===== src/rtl/extirq_pkg.sv =====
package extirq_pkg;

    localparam int CTRL_W     = 32;
    localparam int NUM_LINES  = 4;
    localparam int SENSE_TOP  = 22;   // low bit of line 0 sense field
    localparam int ENABLE_TOP = 11;   // enable bit of line 0
    localparam int ACK_TOP    = 27;   // acknowledge bit of line 0
    localparam int MASTER_BIT = 12;
    localparam int CRIT_BIT   = 0;

    typedef enum logic [1:0] {
        SNS_LVL_HI = 2'd0,
        SNS_RISE   = 2'd1,
        SNS_FALL   = 2'd2,
        SNS_LVL_LO = 2'd3
    } sense_t;

    typedef struct packed {
        sense_t sense;
        logic   en;
    } line_cfg_t;

    function automatic int sense_lo(input int n);
        return SENSE_TOP - 2 * n;
    endfunction

    function automatic int enable_pos(input int n);
        return ENABLE_TOP - n;
    endfunction

    function automatic int ack_pos(input int n);
        return ACK_TOP - n;
    endfunction

    function automatic logic is_edge(input sense_t s);
        return (s == SNS_RISE) || (s == SNS_FALL);
    endfunction

    // Bits that hold state and read back.
    function automatic logic [CTRL_W-1:0] impl_mask();
        logic [CTRL_W-1:0] m;
        m = '0;
        for (int n = 0; n < NUM_LINES; n++) begin
            m[sense_lo(n)]     = 1'b1;
            m[sense_lo(n) + 1] = 1'b1;
            m[enable_pos(n)]   = 1'b1;
        end
        m[MASTER_BIT] = 1'b1;
        m[CRIT_BIT]   = 1'b1;
        return m;
    endfunction

endpackage


===== src/rtl/extirq_sync.sv =====
module extirq_sync #(
    parameter int WIDTH  = 4,
    parameter int STAGES = 2
) (
    input  logic             clk,
    input  logic             rst,
    input  logic [WIDTH-1:0] async_i,
    output logic [WIDTH-1:0] sync_o
);
    logic [STAGES-1:0][WIDTH-1:0] chain_q;

    always_ff @(posedge clk) begin
        if (rst) chain_q[0] <= '0;
        else     chain_q[0] <= async_i;
    end

    generate
        for (genvar s = 1; s < STAGES; s++) begin : g_stage
            always_ff @(posedge clk) begin
                if (rst) chain_q[s] <= '0;
                else     chain_q[s] <= chain_q[s-1];
            end
        end
    endgenerate

    assign sync_o = chain_q[STAGES-1];
endmodule


===== src/rtl/extirq_regs.sv =====
module extirq_regs
    import extirq_pkg::*;
(
    input  logic                      clk,
    input  logic                      rst,
    input  logic                      wr_en,
    input  logic [CTRL_W-1:0]         wr_data,
    output logic [CTRL_W-1:0]         rd_data,
    output line_cfg_t [NUM_LINES-1:0] cfg_o,
    output logic [NUM_LINES-1:0]      ack_o,
    output logic [NUM_LINES-1:0]      sense_chg_o,
    output logic                      master_o,
    output logic                      crit_o
);
    localparam logic [CTRL_W-1:0] MASK = impl_mask();

    logic [CTRL_W-1:0] ctrl_q;

    always_ff @(posedge clk) begin
        if (rst)        ctrl_q <= '0;
        else if (wr_en) ctrl_q <= wr_data & MASK;
    end

    generate
        for (genvar g = 0; g < NUM_LINES; g++) begin : g_line
            localparam int LO = SENSE_TOP - 2 * g;
            localparam int EN = ENABLE_TOP - g;
            localparam int AK = ACK_TOP - g;
            assign cfg_o[g].sense   = sense_t'(ctrl_q[LO+1:LO]);
            assign cfg_o[g].en      = ctrl_q[EN];
            assign ack_o[g]         = wr_en & wr_data[AK];
            assign sense_chg_o[g]   = wr_en & (wr_data[LO+1:LO] != ctrl_q[LO+1:LO]);
        end
    endgenerate

    assign master_o = ctrl_q[MASTER_BIT];
    assign crit_o   = ctrl_q[CRIT_BIT];
    assign rd_data  = ctrl_q;
endmodule


===== src/rtl/extirq_line.sv =====
module extirq_line
    import extirq_pkg::*;
(
    input  logic      clk,
    input  logic      rst,
    input  logic      sync_i,
    input  line_cfg_t cfg_i,
    input  logic      master_i,
    input  logic      ack_i,
    input  logic      sense_chg_i,
    output logic      req_o
);
    logic prev_q;
    logic latch_q;
    logic rise, fall, hit, level_act, edge_mode;

    always_ff @(posedge clk) begin
        if (rst) prev_q <= 1'b0;
        else     prev_q <= sync_i;
    end

    assign rise      = sync_i & ~prev_q;
    assign fall      = ~sync_i & prev_q;
    assign edge_mode = is_edge(cfg_i.sense);
    assign hit       = ((cfg_i.sense == SNS_RISE) & rise) |
                       ((cfg_i.sense == SNS_FALL) & fall);

    // Sense change first, then a new edge, then acknowledge.
    always_ff @(posedge clk) begin
        if (rst)              latch_q <= 1'b0;
        else if (sense_chg_i) latch_q <= 1'b0;
        else if (hit)         latch_q <= 1'b1;
        else if (ack_i)       latch_q <= 1'b0;
    end

    assign level_act = (cfg_i.sense == SNS_LVL_HI) ? sync_i : ~sync_i;
    assign req_o     = master_i & cfg_i.en & (edge_mode ? latch_q : level_act);

    AST_ACK_CLEARS: assert property (@(posedge clk) disable iff (rst)
        (ack_i && !hit && !sense_chg_i) |=> !latch_q);

    AST_LEVEL_NO_LATCH: assert property (@(posedge clk) disable iff (rst)
        !edge_mode |-> !latch_q);

    AST_SET_NEEDS_EDGE: assert property (@(posedge clk) disable iff (rst)
        $rose(latch_q) |-> $past(edge_mode));

    AST_CHG_CLEARS: assert property (@(posedge clk) disable iff (rst)
        sense_chg_i |=> !latch_q);
endmodule


===== src/rtl/extirq_ctrl.sv =====
module extirq_ctrl
    import extirq_pkg::*;
#(
    parameter int SYNC_STAGES = 2
) (
    input  logic                 clk,
    input  logic                 rst,
    input  logic                 wr_en,
    input  logic [CTRL_W-1:0]    wr_data,
    output logic [CTRL_W-1:0]    rd_data,
    input  logic [NUM_LINES-1:0] pin_i,
    output logic [NUM_LINES-1:0] req_o,
    output logic                 master_en_o,
    output logic                 crit_route_o
);
    localparam logic [CTRL_W-1:0] MASK = impl_mask();

    logic [NUM_LINES-1:0]      pin_sync;
    line_cfg_t [NUM_LINES-1:0] cfg;
    logic [NUM_LINES-1:0]      ack;
    logic [NUM_LINES-1:0]      sense_chg;

    extirq_sync #(.WIDTH(NUM_LINES), .STAGES(SYNC_STAGES)) u_sync (
        .clk     (clk),
        .rst     (rst),
        .async_i (pin_i),
        .sync_o  (pin_sync)
    );

    extirq_regs u_regs (
        .clk         (clk),
        .rst         (rst),
        .wr_en       (wr_en),
        .wr_data     (wr_data),
        .rd_data     (rd_data),
        .cfg_o       (cfg),
        .ack_o       (ack),
        .sense_chg_o (sense_chg),
        .master_o    (master_en_o),
        .crit_o      (crit_route_o)
    );

    generate
        for (genvar g = 0; g < NUM_LINES; g++) begin : g_line
            extirq_line u_line (
                .clk         (clk),
                .rst         (rst),
                .sync_i      (pin_sync[g]),
                .cfg_i       (cfg[g]),
                .master_i    (master_en_o),
                .ack_i       (ack[g]),
                .sense_chg_i (sense_chg[g]),
                .req_o       (req_o[g])
            );
        end
    endgenerate

    AST_WR_READBACK: assert property (@(posedge clk) disable iff (rst)
        wr_en |=> (rd_data == ($past(wr_data) & MASK)));

    AST_MASTER_GATE: assert property (@(posedge clk) disable iff (rst)
        !master_en_o |-> (req_o == '0));
endmodule


===== config.mk =====
export PLATFORM = sky130hd
export DESIGN_NAME = extirq_ctrl
export DESIGN_NICKNAME = d
export VERILOG_FILES = /design/src/rtl/extirq_pkg.sv /design/src/rtl/extirq_sync.sv /design/src/rtl/extirq_regs.sv /design/src/rtl/extirq_line.sv /design/src/rtl/extirq_ctrl.sv
export SDC_FILE = /design/constraint.sdc
export NUM_CORES = 1
export LEC_CHECK = 0
export CAP_MARGIN = 20
export CORE_UTILIZATION = 40
export DETAILED_ROUTE_END_ITERATION = 10
export PLACE_DENSITY = 0.88
export SYNTH_ARGS = -nofsm -noshare
export SYNTH_HDL_FRONTEND = slang
export SYNTH_SLANG_ARGS = --single-unit

===== constraint.sdc =====
create_clock -name clk -period 1.9 [get_ports clk]
set_input_delay 0.38 -clock clk [delete_from_list [all_inputs] [get_ports clk]]
set_output_delay 0.38 -clock clk [all_outputs]
set_load 0.01 [all_outputs]

==> impl_results.md <==
* Nets at 274
* Via density at 4.50
* Number of global-route vias before repair at 1156
* Final Non-Filler Cells at 272
* Slowest CP cell: dfxtp_2
* Dpl hpwl at 2220 um
* Yosys reg bits at 30
* Core box area at 3740 um^2
* Clk sinks at 30
* Switching share of power at 24.3%
* Clk_lat worst skew at 0.27 ns
* FF+latch area at 611 um^2
* Cell area after synthesis at 1600 um^2
* Multi-input logic area at 833 um^2
* PD cells at 675 nW/um^2
* Wire per inst at 11.1 um
* Leak at 0.954 nW
* Overall Global Routing Usage at 15.2%
* Final worst path period share at 96.1%
* Number of port buffers at 44
* Gp weighted congestion at 0.813
* Max_cap viols at 0
* Post-route setup TNS at 0 ns
* Max VDD drop at 507 uV
* Critical path class: flip-flop to primary output
* Die H at 65.3 um
* Max-slew violations at 0
* Full die area at 4260 um^2
* Fmax at 548 MHz
* Status: complete, no violations
* CTS tree: done
* Seq pwr share at 46.0%
* Pint at 1.11 mW
* Row count at 22
* H-tree depth at 2
* I/O pin count at 77
* Yosys top cell by area: dfxtp_1
* Initial antenna violation count at 0
* Yosys top cell area share at 37.5%
* Starting Density at 42.8%
* WHS at 0.435 ns
* Total CTS buffers at 5
* # diodes at 0
* Yosys warns at 0
* Avg Cell Area, Syn at 9.48 um^2
* Total overflow reported by the global router at 0
* Largest net degree at the start of global routing at 23
* Detailed Route WL at 3030 um
* Die X at 65.3 um
* Register area share after synthesis at 37.5%
* Final Skew at 0.00183 ns
* CTS clock-pin slew for the worst setup and hold paths at 0.06 ns
* Netlist cell types at 21
* Hold WC Path Type: flip-flop to flip-flop
* Crit start category: flip-flop
* Fin crit period at 1.83 ns
* Max FO, Critical Path at 2
* Crit-path cells: inv_1 -> ha_4 -> xor2_1 -> o21ai_1 -> and3_1 -> clkdlybuf4s15_2
* TritonRoute pass-1 iters at 3
* Critical path required time at 1.52 ns
* ANT nets after route at 0
* Clock share of power at 34.4%
* Initial DRC count at 26
* First-pass GRT wire length at 4910 um
* Psw at 0.358 mW
* Hold-fix buffers at CTS at 0
* Setup-failing EPs final at 0
* Mapped Cells at 169
* Setup bufs post-CTS at 0
* Fill cells at 356
* Area Growth Syn to Fin at 36.2%
* Combinational power share at 19.6%
* Buffer depth of the longest clock path at 2
* Root Buffer: clkbuf_8
* Synth top area cells: dfxtp_1 38%, buf_4 12%, ha_1 9.4%
* Critical path endpoint category: primary output
* Fraction of layout cells with a size suffix above 1 at 16.5%
* Placed insts at 264
* Fin. Hold Viols at 0
* Critical path arrival at 1.45 ns
* Residual DRC at 0
* Max stage delay on crit path at 0.32 ns
* Via Count at 1223
final timing paths:
check / start / to / slack, ns / depth (start not counted)
max: u_regs.rd_data[21] / req_o[1] / 0.07 / 6
min: u_sync.chain_q[3] / u_sync.sync_o[3] / 0.44 / 1
max reg2reg: u_regs.rd_data[19] / g_line[2].u_line.latch_q / 0.64 / 6
min reg2reg: u_sync.chain_q[3] / u_sync.sync_o[3] / 0.44 / 1
cells in the mapped netlist:
master,instances
buf_4,25
xnor2_1,8
ha_1,12
dfxtp_1,30
inv_1,8
nor2_1,14
inv_2,1
and3_1,4
buf_2,2
a21oi_1,4
xor2_1,4
clkbuf_1,1
a311oi_1,4
nor2b_1,12
mux2i_1,14
and4bb_1,1
o21ai_0,4
nand2_1,12
conb_1,1
buf_6,1
nor4bb_1,7
stage by stage:
step | util (%) | power [mW] | worst slack (ns) | area [um^2]
2_1_floorplan | - | 0.858 | 0.287 | 1670
3_3_place_gp | 55.5 | 0.965 | -0.0297 | 2080
3_5_place_dp | 55.5 | 0.972 | -0.0956 | 2080
4_1_cts | 58.0 | 1.49 | 0.00566 | 2170
5_1_grt | 58.3 | 1.57 | -0.00980 | 2180
6_report | 58.3 | 1.47 | 0.0737 | 2180
placed cells by master (no fill, tap or decap), drive strengths merged, types with 4 or more instances in the layout:
master         instances
o21ai                  4
nor2                  14
nor2b                 12
inv                    9
xor2                   4
conb                  18
clkdlybuf4s50         40
nand2                 12
and3                   4
buf                   18
a311oi                 4
dfxtp                 30
xnor2                  8
clkbuf                 7
a21oi                  4
ha                    12
nor4bb                 7
mux2i                 14
per-layer routing:
metal  vias to the layer above  routed length, um  GRT usage [%]
met3                         4                179           4.86
met1                       554               1410           17.7
li1                        620                  -              -
met4                         0                 37           4.89
met2                        45               1410           26.0
met5                         -                  0              0
logic make-up after synthesis:
kind of cell | Yosys count | share of synthesized area (%)
buffers and inverters | 38 | 15.4
adder cells (fa/ha/maj) | 12 | 9.37
multiplexers | 14 | 8.75
AND/OR/NAND/NOR | 50 | 17.5
flip-flops | 30 | 37.5
AO/OA/AOI/OAI | 12 | 4.69
other | 1 | 0.234
XOR/XNOR | 12 | 6.56
cell type report:
type	count	share of cell area [%]
repair buffers	59	25.3
clock buffers	7	3.96
multi-input cells	118	38.2
well taps	48	2.75
clock inverters	1	0.229
flip-flops and latches	30	28.0
inverters	9	1.55
timing repair:
item | CTS | global route
setup endpoints to repair | 4 | 4
gates resized for setup | 17 | 12
endpoints found under the hold margin | 0 | 0
pin swaps | 2 | 0
flip-flops by register name, indices dropped and copies added (netlist names):
name and flops:
u_regs.rd_data 14, u_sync.sync_o 4, u_sync.chain_q 4, g_line.u_line.latch_q 4
g_line.u_line.prev_q 4
power groups by stage:
stage / Combinational [mW] / Sequential, mW / Clock, mW
after detailed placement: 0.283 / 0.690 / 0
final: 0.288 / 0.678 / 0.506
after CTS: 0.287 / 0.676 / 0.529
after global placement: 0.277 / 0.688 / 0
after global routing: 0.319 / 0.681 / 0.565
after floorplan: 0.156 / 0.702 / 0
critical path: cells and delay by family (launching register included):
| family | cells | cell delay (ns) |
|---|---|---|
| xor+xnor | 1 | 0.13 |
| simple gates | 1 | 0.16 |
| flops | 1 | 0.32 |
| compound gates | 1 | 0.11 |
| buf+inv | 2 | 0.29 |
| fa+ha+maj | 1 | 0.16 |
Power figures use the tool's default switching activity.
